`src/rtl/lockbank_pkg.sv`:
```
package lockbank_pkg;
  // One sampled CPU bus cycle
  typedef struct packed {
    logic [15:0] addr;
    logic [7:0]  data;
    logic        rw;
  } bus_cycle_t;

  function automatic logic in_range(input logic [15:0] a, input int unsigned base,
                                    input int unsigned span);
    return (32'(a) >= base) && (32'(a) < base + span);
  endfunction
endpackage

```
`src/rtl/lockbank_m2edge.sv`:
```
module lockbank_m2edge (
  input  logic clk,
  input  logic rst_n,
  input  logic m2,
  output logic fall
);
  logic m2_q;
  always_ff @(posedge clk or negedge rst_n) begin
    if (!rst_n) m2_q <= 1'b0;
    else        m2_q <= m2;
  end
  assign fall = m2_q & ~m2;
endmodule

```
`src/rtl/lockbank_charge.sv`:
```
module lockbank_charge #(
  parameter int unsigned FULL       = 17900,
  parameter int unsigned STEP       = 2048,
  parameter int unsigned THRESH_PCT = 60,
  localparam int unsigned CW        = $clog2(FULL + 1),
  localparam int unsigned THRESH    = (FULL * THRESH_PCT) / 100
) (
  input  logic          clk,
  input  logic          rst_n,
  input  logic          charge,
  input  logic          drain,
  output logic [CW-1:0] level,
  output logic          release_n
);
  localparam logic [CW-1:0] FULL_V = CW'(FULL);
  localparam logic [CW-1:0] HEAD_V = CW'(FULL - STEP);
  localparam logic [CW-1:0] STEP_V = CW'(STEP);
  localparam logic [CW-1:0] THR_V  = CW'(THRESH);

  always_ff @(posedge clk or negedge rst_n) begin
    if (!rst_n) begin
      level <= '0;
    end else if (charge) begin
      if (level > HEAD_V) level <= FULL_V;
      else                level <= level + STEP_V;
    end else if (drain) begin
      if (level != '0) level <= level - 1'b1;
    end
  end

  // high while the detector keeps the registers in reset
  assign release_n = (level < THR_V);
endmodule

```
`src/rtl/lockbank_outer.sv`:
```
module lockbank_outer #(
  parameter int unsigned W = 6
) (
  input  logic         clk,
  input  logic         rst_n,
  input  logic         clr,
  input  logic         load,
  input  logic [W-1:0] din,
  output logic [W-1:0] q,
  output logic         locked
);
  always_ff @(posedge clk or negedge rst_n) begin
    if (!rst_n) begin
      q      <= '0;
      locked <= 1'b0;
    end else if (clr) begin
      q      <= '0;
      locked <= 1'b0;
    end else if (load && !locked) begin
      q      <= din;
      locked <= |din;
    end
  end
endmodule

```
`src/rtl/lockbank_inner.sv`:
```
module lockbank_inner #(
  parameter int unsigned W = 1
) (
  input  logic         clk,
  input  logic         rst_n,
  input  logic         clr,
  input  logic         load,
  input  logic [W-1:0] din,
  output logic [W-1:0] q
);
  always_ff @(posedge clk or negedge rst_n) begin
    if (!rst_n)    q <= '0;
    else if (clr)  q <= '0;
    else if (load) q <= din;
  end
endmodule

```
`src/rtl/lockbank_ctrl.sv`:
```
module lockbank_ctrl #(
  parameter int unsigned OUTER_W    = 6,
  parameter int unsigned INNER_W    = 1,
  parameter int unsigned FULL       = 17900,
  parameter int unsigned STEP       = 2048,
  parameter int unsigned THRESH_PCT = 60,
  parameter int unsigned OUTER_BASE = 32'hFF80,
  parameter int unsigned OUTER_SPAN = 32,
  parameter int unsigned INNER_BASE = 32'hFFE8,
  parameter int unsigned INNER_SPAN = 8,
  localparam int unsigned BANK_W    = OUTER_W + 1,
  localparam int unsigned CW        = $clog2(FULL + 1)
) (
  input  logic              clk,
  input  logic              rst_n,
  input  logic              m2,
  input  logic [15:0]       cpu_addr,
  input  logic [7:0]        cpu_data,
  input  logic              cpu_rw,
  output logic [BANK_W-1:0] prg_bank
);
  import lockbank_pkg::*;

  bus_cycle_t bus;
  logic       m2_fall;
  logic       hit_outer, hit_inner, a0;
  logic       held;
  logic [CW-1:0] level;
  logic [OUTER_W-1:0] outer_q;
  logic [INNER_W-1:0] inner_q;
  logic       outer_locked;

  assign bus = '{addr: cpu_addr, data: cpu_data, rw: cpu_rw};
  assign a0        = bus.addr[0];
  assign hit_outer = in_range(bus.addr, OUTER_BASE, OUTER_SPAN);
  assign hit_inner = in_range(bus.addr, INNER_BASE, INNER_SPAN);

  lockbank_m2edge u_edge (
    .clk(clk), .rst_n(rst_n), .m2(m2), .fall(m2_fall)
  );

  lockbank_charge #(.FULL(FULL), .STEP(STEP), .THRESH_PCT(THRESH_PCT)) u_charge (
    .clk(clk), .rst_n(rst_n),
    .charge(m2_fall & hit_outer & a0),
    .drain(m2_fall & ~a0),
    .level(level), .release_n(held)
  );

  lockbank_outer #(.W(OUTER_W)) u_outer (
    .clk(clk), .rst_n(rst_n), .clr(held),
    .load(m2_fall & hit_outer),
    .din(bus.data[OUTER_W-1:0]),
    .q(outer_q), .locked(outer_locked)
  );

  lockbank_inner #(.W(INNER_W)) u_inner (
    .clk(clk), .rst_n(rst_n), .clr(held),
    .load(m2_fall & hit_inner),
    .din(bus.data[INNER_W-1:0]),
    .q(inner_q)
  );

  assign prg_bank = BANK_W'(outer_q) + BANK_W'(inner_q);
endmodule

```
`config.mk`:
```
export PLATFORM = sky130hd
export DESIGN_NAME = lockbank_ctrl
export DESIGN_NICKNAME = d
export VERILOG_FILES = /design/src/rtl/lockbank_pkg.sv /design/src/rtl/lockbank_m2edge.sv /design/src/rtl/lockbank_charge.sv /design/src/rtl/lockbank_outer.sv /design/src/rtl/lockbank_inner.sv /design/src/rtl/lockbank_ctrl.sv
export SDC_FILE = /design/constraint.sdc
export NUM_CORES = 1
export LEC_CHECK = 0
export BUFFER_PORTS_ARGS = -buffer_cell sky130_fd_sc_hd__clkbuf_2
export CORE_MARGIN = 3
export CORE_UTILIZATION = 49
export DETAILED_ROUTE_END_ITERATION = 10
export GPL_TIMING_DRIVEN = 0
export PLACE_DENSITY = 0.76
export SLEW_MARGIN = 5
export SYNTH_ARGS = -nofsm -noshare
export SYNTH_HDL_FRONTEND = slang
export SYNTH_SLANG_ARGS = --single-unit
```
`constraint.sdc`:
```
create_clock -name clk -period 1.75 [get_ports clk]
set_clock_uncertainty 0.15 [all_clocks]
set_input_delay 0.35 -clock clk [delete_from_list [all_inputs] [get_ports clk]]
set_output_delay 0.35 -clock clk [all_outputs]
set_load 0.01 [all_outputs]
```
Word level (Yosys, flattened, before mapping)
Cells that the tools add are included.
Widths: inputs -> output; s select.

cells by class
  add/subtract/negate cells = 3
  $lt $le $gt $ge = 6
  multiplexer cells = 10
  bitwise gates (word level) = 7
  reductions and logical operators = 11

operator list
  operator                count
  $mux 15                 4
  $ge 16x16->1 const B    2
  $lt 16x16->1 const B    2
  $add 15x12->15 const B  1
  $gt 15x14->1 const B    1
  $lt 15x14->1 const B    1
  $reduce_bool 15->1      1
  $sub 15x1->15 const B   1
  $mux 6                  2
  $reduce_bool 2->1       4
  $add 6x1->7             1
  $reduce_or 6->1         1
  $and 1x1->1             5
  $mux 1                  4
  $logic_and 1x1->1       3
  $not 1->1               2
  $reduce_and 2->1        1
  $logic_not 1->1         1

storage, ports and cells
  flip-flop bits (word level) = 24
  input bits = 28
  output and inout bits = 7
  word-level logic and storage cells = 42

Longest topological paths before layout
Gate-level depths: netlist (run 1).

  depth in word-level cells = 6
  depth in mapped cells = 7
  depth with buffers taken out = 6

Cells and area by module
A second synthesis (run 1) with hierarchy kept.

unflattened totals
  cells, all modules = 186
  area, all modules = 1,744.2 um^2

modules (own cells, without submodules)
  module           times used  cells each  area an instance (um^2)  seq. area each (um^2)
  lockbank_charge  1           134         1,198.6                  375.4
  lockbank_outer   1           25          309.0                    175.2
  lockbank_ctrl    1           22          158.9                    0.0
  lockbank_inner   1           3           38.8                     25.0
  lockbank_m2edge  1           2           38.8                     25.0

Least setup slack after synthesis (run 1)
No wires, ideal clock.

  path type = flip-flop to flip-flop
  from = register u_charge.level[12]
  to = register u_charge.level[4]
  setup time = 0.120 ns
  arrival = 1.689 ns
  required time = 1.480 ns
  slack = -0.208 ns
  stages on the path, launching flop included = 8
  path buffers = 1
  period minus slack after synthesis = 1.958 ns
  cell sequence = dfrtp_1 ha_1 nand4b_1 a221oi_2 a21oi_1 or2_1 clkbuf_2 a31o_1

between the ends
  word-level cells in the longest chain between the ends = 3
  elaborated cells between the ends (all ways) = 6
  those cells by class = order compare (1); mux (2); reduce/logical (3)

RTL lines
  element                                             RTL line                                      text
  start: declaration                                  lockbank_charge.sv:12                         output logic [CW-1:0] level,
  start signal: assignment                            lockbank_charge.sv:25                         else level <= level + STEP_V;
  start signal: assignment                            lockbank_charge.sv:27                         if (level != '0) level <= level - 1'b1;
  $gt 15x14->1 or $reduce_bool 15->1 (tied branches)  lockbank_charge.sv:24, lockbank_charge.sv:27
  $mux 15 or $reduce_bool 2->1 (tied branches)        --
  $mux 15 or $reduce_and 2->1 (tied branches)         --

Several ways; a longest one is shown, not always the timed one.
A chain may end at the register's enable or synchronous reset.

Worst setup path after layout (run 1)
  from = register u_charge.level[2]
  to = register u_charge.level[5]

between the ends
  word-level cells in the longest chain between the ends = 4
  elaborated cells between the ends (all ways) = 10
  those cells by class = add/sub (2); order compare (1); mux (4); reduce/logical (3)

RTL lines
  element        RTL line               text
  $sub 15x1->15  lockbank_charge.sv:27
  $mux 15        lockbank_charge.sv:27
  $mux 15        lockbank_charge.sv:26  end else if (drain) begin
  $mux 15        lockbank_charge.sv:23  end else if (charge) begin

Several ways; a longest one is shown, not always the timed one. The select of a mux whose other input is x is not followed.

==> flow_metrics.env, run 1 <==
export IMPL_grt_usage_pct=23.7
export IMPL_synth_cells=174
export IMPL_crit_slowest_cell="dfrtp_2"
export IMPL_cp_max_fo=5
export IMPL_synth_ff_type="dfrtp_1"
export IMPL_finalInstanceArea_mm2=0.00248
export IMPL_crit_path_cell_trace="nor4_4 > buf_4 > buf_6 > and4_4 > a211o_1 > xor2_1 > nand2_1"
export IMPL_hold_violations=0
export IMPL_worstSetupPathType="flip-flop to flip-flop"
export IMPL_maxCapViolations=0
export IMPL_pwr_density_cell_mw_per_mm2=1170
export IMPL_cts_buffers=3
export IMPL_slew_violations=0
export IMPL_detail_route_wl_per_cell_um=18.9
export IMPL_drt_initial_drc_count=208
export IMPL_ys_seq_area_share_pct=35.7
export IMPL_status="complete, but fails checks"
export IMPL_layout_commonest_cell="buf_4"
export IMPL_synth_edf_count=0
export IMPL_route_detailed_drc=0
export IMPL_dpl_instance_area_mm2=0.00191
export IMPL_wl_um=5450
export IMPL_grt_busiest_layer="met2"
export IMPL_clk_latency_ns=0.33
export IMPL_tightest_slew_ns=0.617
export IMPL_holdPathStages=1
export IMPL_synth_area_mm2=0.00168
export IMPL_syn_avg_cell_area_um2=9.66
export IMPL_n_fill_cell=200
export IMPL_die_h_um=64.6
export IMPL_ant_nets=0
export IMPL_synth_seq_cells=24
export IMPL_cts_sinks=24
export IMPL_die_w_um=64.6
export IMPL_failed_checks="setup timing"
export IMPL_met2_usage_pct=42.0
export IMPL_grt_pass1_vias=1794
export IMPL_clkSlewWorstSetupHoldPaths_ns=0.14
export IMPL_port_buffers=28
export IMPL_rsz0062_at_grt="yes"
export IMPL_layout_setup_ws_ns=-0.247
export IMPL_ys_warn_count=0
export IMPL_vias_per_cell=6.26
export IMPL_ir_worst_vdd_uv=570
export IMPL_syn_nets=209
export IMPL_clockBufferDepth=2
export IMPL_rr_worst_depth=7
export IMPL_yosysTopAreaCellShare_pct=35.7
export IMPL_vias=1808
export IMPL_dp_slack_ns=-0.433
export IMPL_max_freq_mhz=501
export IMPL_synth_area_leaders="dfrtp_1 36%, ha_1 5.2%, mux2i_1 4.8%"
export IMPL_drt_first_pass_iters=5
export IMPL_antenna_found_initial=0
export IMPL_slew_limit_headroom_pct=58.9
export IMPL_use_met3_pct=4.51
export IMPL_setup_viol=27
export IMPL_min_path_type="primary input to flip-flop"
export IMPL_h_tree_depth=1
export IMPL_fin_crit_ns=2.00
export IMPL_start_kind="flip-flop"
export IMPL_antenna_cells=0
export IMPL_row_count=20
export IMPL_cp_slowest_stage_delay_ns=0.47
export IMPL_hpwl_um=3000
export IMPL_grt_pass1_wl_um=7920
export IMPL_grt_overflow=0
export IMPL_p_leak_nw=1.04
export IMPL_start_util_pct=53.3
export IMPL_synth_cell_type_count=51
export IMPL_fin_total_pwr_mw=2.90
export IMPL_cp_end_kind="flip-flop"
export IMPL_synthArstFlopShare_pct=100
export IMPL_num_io_pins=35
export IMPL_cts_tree="built"
export IMPL_dieArea_mm2=0.00417
export IMPL_layout_common_cells="35 x buf_4, 23 x clkbuf_2, 13 x nor2_1, 13 x dfrtp_2, 11 x dfrtp_1"
export IMPL_coreArea_mm2=0.00315
export IMPL_final_nets=281
export IMPL_syn_to_final_growth_pct=47.5
export IMPL_grt_use_met1_pct=28.2
export IMPL_place_gp_congestion=0.868
export IMPL_synth_largest_area_cell="dfrtp_1"
export IMPL_min_period_over_period_pct=114
export IMPL_final_layout_size_suffix_gt1_share_pct=53.5
export IMPL_crit_required_ns=1.84
export IMPL_cts_root_buf="clkbuf_4"
export IMPL_worstPathArrival_ns=2.08
export IMPL_grt_max_degree=25
==> power by group <==
part | internal (mW) | switching, mW
Sequential | 0.733 | 0.328
Combinational | 0.725 | 0.846
Clock | 0.0894 | 0.182
==> synthesized netlist by cell type, types with 5 or more instances <==
cell	count
o21ai_0	7
nand4_1	5
nor3_1	6
nor2_1	15
xor2_1	5
ha_1	7
inv_1	7
dfrtp_1	24
xnor2_1	5
nand2_1	13
a21oi_1	9
mux2i_1	8
nand3_1	8
==> final cells by class <==
class                           count  area, µm²  area share, %
Sequential cell                    24        617           24.9
Buffer                              1       7.51          0.303
Inverter                            7       26.3           1.06
Clock buffer                        4       26.3           1.06
Multi-Input combinational cell    141       1280           51.6
Tap cell                           44       55.1           2.22
Timing Repair Buffer               68        468           18.9
==> final timing paths <==
| check | slack (ns) | to | from |
|---|---|---|---|
| setup / recovery | -0.25 | u_charge.level[5]$_DFFE_PN0P_ | u_charge.level[2]$_DFFE_PN0P_ |
| hold / removal | 0.06 | u_edge.m2_q$_DFF_PN0_ | m2 |
| setup reg to reg | -0.25 | u_charge.level[5]$_DFFE_PN0P_ | u_charge.level[2]$_DFFE_PN0P_ |
| hold reg to reg | 0.42 | u_charge.level[0]$_DFFE_PN0P_ | u_charge.level[0]$_DFFE_PN0P_ |
| max in group asynchronous | 0.61 | u_charge.level[13]$_DFFE_PN0P_ | rst_n |
| min in group asynchronous | 0.39 | u_outer.q[3]$_DFFE_PN0P_ | rst_n |
==> worst max-delay path: cells and delay by family, from the launching register on <==
kind	cells	cell delay, ns
buf+inv	2	0.29
xor+xnor	1	0.17
flops	1	0.47
simple gates	3	0.62
compound gates	1	0.19
==> registers in the layout, indices dropped and copies added (netlist names) <==
register / cells
u_outer.q: 6
u_edge.m2_q: 1
u_charge.level: 15
u_inner.q: 1
u_outer.locked: 1
==> per-stage QoR <==
stage	hold WS, ns	setup TNS (ns)	instances	utilization [%]
2_1_floorplan	-0.0956	-1.81	174	-
3_3_place_gp	0.233	-5.94	246	60.5
3_5_place_dp	0.239	-6.73	246	60.5
4_1_cts	0.0566	-2.81	276	71.2
5_1_grt	0.0494	-5.74	289	78.7
6_report	0.0566	-3.89	289	78.7
==> kinds of logic after synthesis <==
group	after synthesis	share of synthesized area [%]
and+or+nand+nor	79	29.7
AOI/OAI and AO/OA	37	17.1
DFF	24	35.7
xor gates and xnor gates	10	5.21
buffers and inverters	9	2.31
muxes	8	4.76
adders and majority gates	7	5.21
==> repair_timing <==
item                       4_1_cts  5_1_grt
hold endpoints to repair        24        0
pin swaps                       16       19
setup endpoints to repair       29       29
hold buffers                     1        0
setup buffers                   26       14
gates resized for setup         28       37
==> routing by layer <==
layer	vias to the layer above	part of all wire, %
met3	37	6.7
met4	0	4.6
met5	-	0
li1	805	-
met2	105	50
met1	861	39
Note: power is estimated with default switching activity, not from simulation.
==> inputs of run 2 (changes only) <==
REMOVE_ABC_BUFFERS = 1   (was default)
==> flow_metrics.env, run 2 (synthesis gave the netlist of run 1 again) <==
export IMPL_pwr_density_cell_mw_per_mm2=1100
export IMPL_status="complete, but fails checks"
export IMPL_drt_initial_drc_count=250
export IMPL_slew_limit_headroom_pct=56.9
export IMPL_ff2ff_setup_slack_ns=-0.31
export IMPL_p_leak_nw=1.02
export IMPL_vias=1844
export IMPL_grt_max_degree=25
export IMPL_h_tree_depth=1
export IMPL_row_count=20
export IMPL_grt_pass1_wl_um=8080
export IMPL_place_gp_congestion=0.885
export IMPL_largest_register="u_charge.level"
export IMPL_syn_to_final_growth_pct=45.0
export IMPL_cts_sinks=24
export IMPL_slew_violations=0
export IMPL_ir_worst_vdd_uv=470
export IMPL_layout_setup_ws_ns=-0.310
export IMPL_min_path_type="primary input to flip-flop"
export IMPL_fin_crit_ns=2.06
export IMPL_seqPwrFrac_pct=38.6
export IMPL_cp_end_kind="flip-flop"
export IMPL_switching_share_pct=46.6
export IMPL_switching_power_mw=1.25
export IMPL_layout_commonest_cell="buf_4"
export IMPL_n_fill_cell=214
export IMPL_die_w_um=64.6
export IMPL_failed_checks="setup timing"
export IMPL_cts_buffers=3
export IMPL_cts_tree="built"
export IMPL_final_layout_size_suffix_gt1_share_pct=50.6
export IMPL_tightest_slew_ns=0.647
export IMPL_antenna_found_initial=1
export IMPL_start_util_pct=53.3
export IMPL_drt_first_pass_iters=5
export IMPL_largest_reg_flops=15
export IMPL_min_period_over_period_pct=118
export IMPL_coreArea_mm2=0.00315
export IMPL_num_io_pins=35
export IMPL_wl_um=5570
export IMPL_dieArea_mm2=0.00417
export IMPL_clockBufferDepth=2
export IMPL_route_detailed_drc=0
export IMPL_grt_pass1_vias=1709
export IMPL_p_int_mw=1.44
export IMPL_holdWs_ns=0.0584
export IMPL_grt_usage_pct=24.8
export IMPL_top_regs="u_charge.level: 15 flops, u_outer.q: 6 flops"
export IMPL_ant_nets=0
export IMPL_clk_latency_ns=0.33
export IMPL_rsz0062_at_grt="yes"
export IMPL_start_kind="flip-flop"
export IMPL_grt_overflow=0
export IMPL_die_h_um=64.6
export IMPL_layout_common_cells="31 x buf_4, 23 x clkbuf_2, 14 x dfrtp_1, 13 x nor2_1, 11 x nand2_1"
export IMPL_maxCapViolations=0
export IMPL_combPwrFrac_pct=49.9
export IMPL_max_freq_mhz=485
export IMPL_pwr_share_clk_pct=11.4
export IMPL_clkSlewWorstSetupHoldPaths_ns=0.15
export IMPL_finalSetupTns_ns=-4.01
export IMPL_crit_required_ns=1.85
export IMPL_final_nets=277
export IMPL_worstPathArrival_ns=2.16
export IMPL_vias_per_cell=6.45
export IMPL_setup_viol=23
export IMPL_detail_route_wl_per_cell_um=19.5
export IMPL_port_buffers=29
export IMPL_cp_max_fo=8
export IMPL_worstSetupPathType="flip-flop to flip-flop"
export IMPL_hold_violations=0
export IMPL_cts_root_buf="clkbuf_4"
export IMPL_hpwl_um=3080
==> run 2: cell count changes in the layout (fill, tap and decap cells not counted), moves of 2 or more <==
cell / before / now
buf_4: 35 / 31
dfrtp_1: 11 / 14
dfrtp_2: 13 / 10
and3_1: 4 / 2
and3_4: 0 / 2
==> run 2: worst paths after layout <==
kind / end / depth (start not counted) / from
min: u_edge.m2_q$_DFF_PN0_ / 1 / m2
min in group asynchronous: u_charge.level[13]$_DFFE_PN0P_ / 2 / rst_n
max reg2reg: u_charge.level[9]$_DFFE_PN0P_ / 7 / u_charge.level[3]$_DFFE_PN0P_
max: u_charge.level[9]$_DFFE_PN0P_ / 7 / u_charge.level[3]$_DFFE_PN0P_
min reg2reg: u_charge.level[0]$_DFFE_PN0P_ / 1 / u_charge.level[0]$_DFFE_PN0P_
max in group asynchronous: u_charge.level[6]$_DFFE_PN0P_ / 2 / rst_n
==> run 2: final cells by class <==
class	instances	area (µm²)	area share, %
antenna	1	2.50	0.103
clock buffer	4	36.3	1.49
inverter	7	26.3	1.08
multi-input combinational	141	1250	51.3
sequential	24	613	25.1
tap	44	55.1	2.26
timing repair buffer	65	454	18.6
==> run 2: per-layer routing <==
| metal | global-route usage, % | vias to the layer above | share of wire (%) |
|---|---|---|---|
| met4 | 15.6 | 0 | 4.3 |
| li1 | - | 792 | - |
| met5 | 0 | - | 0 |
| met1 | 28.5 | 892 | 38 |
| met3 | 3.99 | 28 | 7.5 |
| met2 | 42.8 | 132 | 51 |
==> run 2: critical path, cell delays in order, from the launching register on <==
cell and delay, ns:
dfrtp_2 0.47, nor4_4 0.33, buf_6 0.18, nand4_4 0.16, buf_12 0.19, o21ai_4 0.23, o32ai_1 0.14, a31oi_1 0.15
==> run 2: what timing repair did <==
item                       4_1_cts  5_1_grt
gates resized for setup         36       34
pin swaps                       21       25
hold buffers                     1        0
hold endpoints to repair        24        0
setup endpoints to repair       29       29
cloned                           0        0
setup buffers                   20       16
==> run 2: stage by stage <==
step / total power [mW] / utilization (%) / cells / instance area, µm² / setup WS [ns]
6_report: 2.69 / 77.3 / 286 / 2440 / -0.310
5_1_grt: 2.84 / 77.3 / 286 / 2440 / -0.338
4_1_cts: 2.38 / 70.5 / 270 / 2220 / -0.221
3_5_place_dp: 1.81 / 59.3 / 245 / 1870 / -0.453
3_3_place_gp: 1.76 / 59.3 / 245 / 1870 / -0.403
2_1_floorplan: 1.56 / - / 172 / 1670 / -0.180
==> run 2: power groups by stage <==
| stage | Combinational (mW) | Clock [mW] | Sequential (mW) |
|---|---|---|---|
| floorplan | 0.636 | 0 | 0.926 |
| global placement | 0.782 | 0 | 0.977 |
| detailed placement | 0.820 | 0 | 0.990 |
| CTS | 1.08 | 0.306 | 0.986 |
| global route | 1.44 | 0.339 | 1.05 |
| finish | 1.34 | 0.308 | 1.04 |
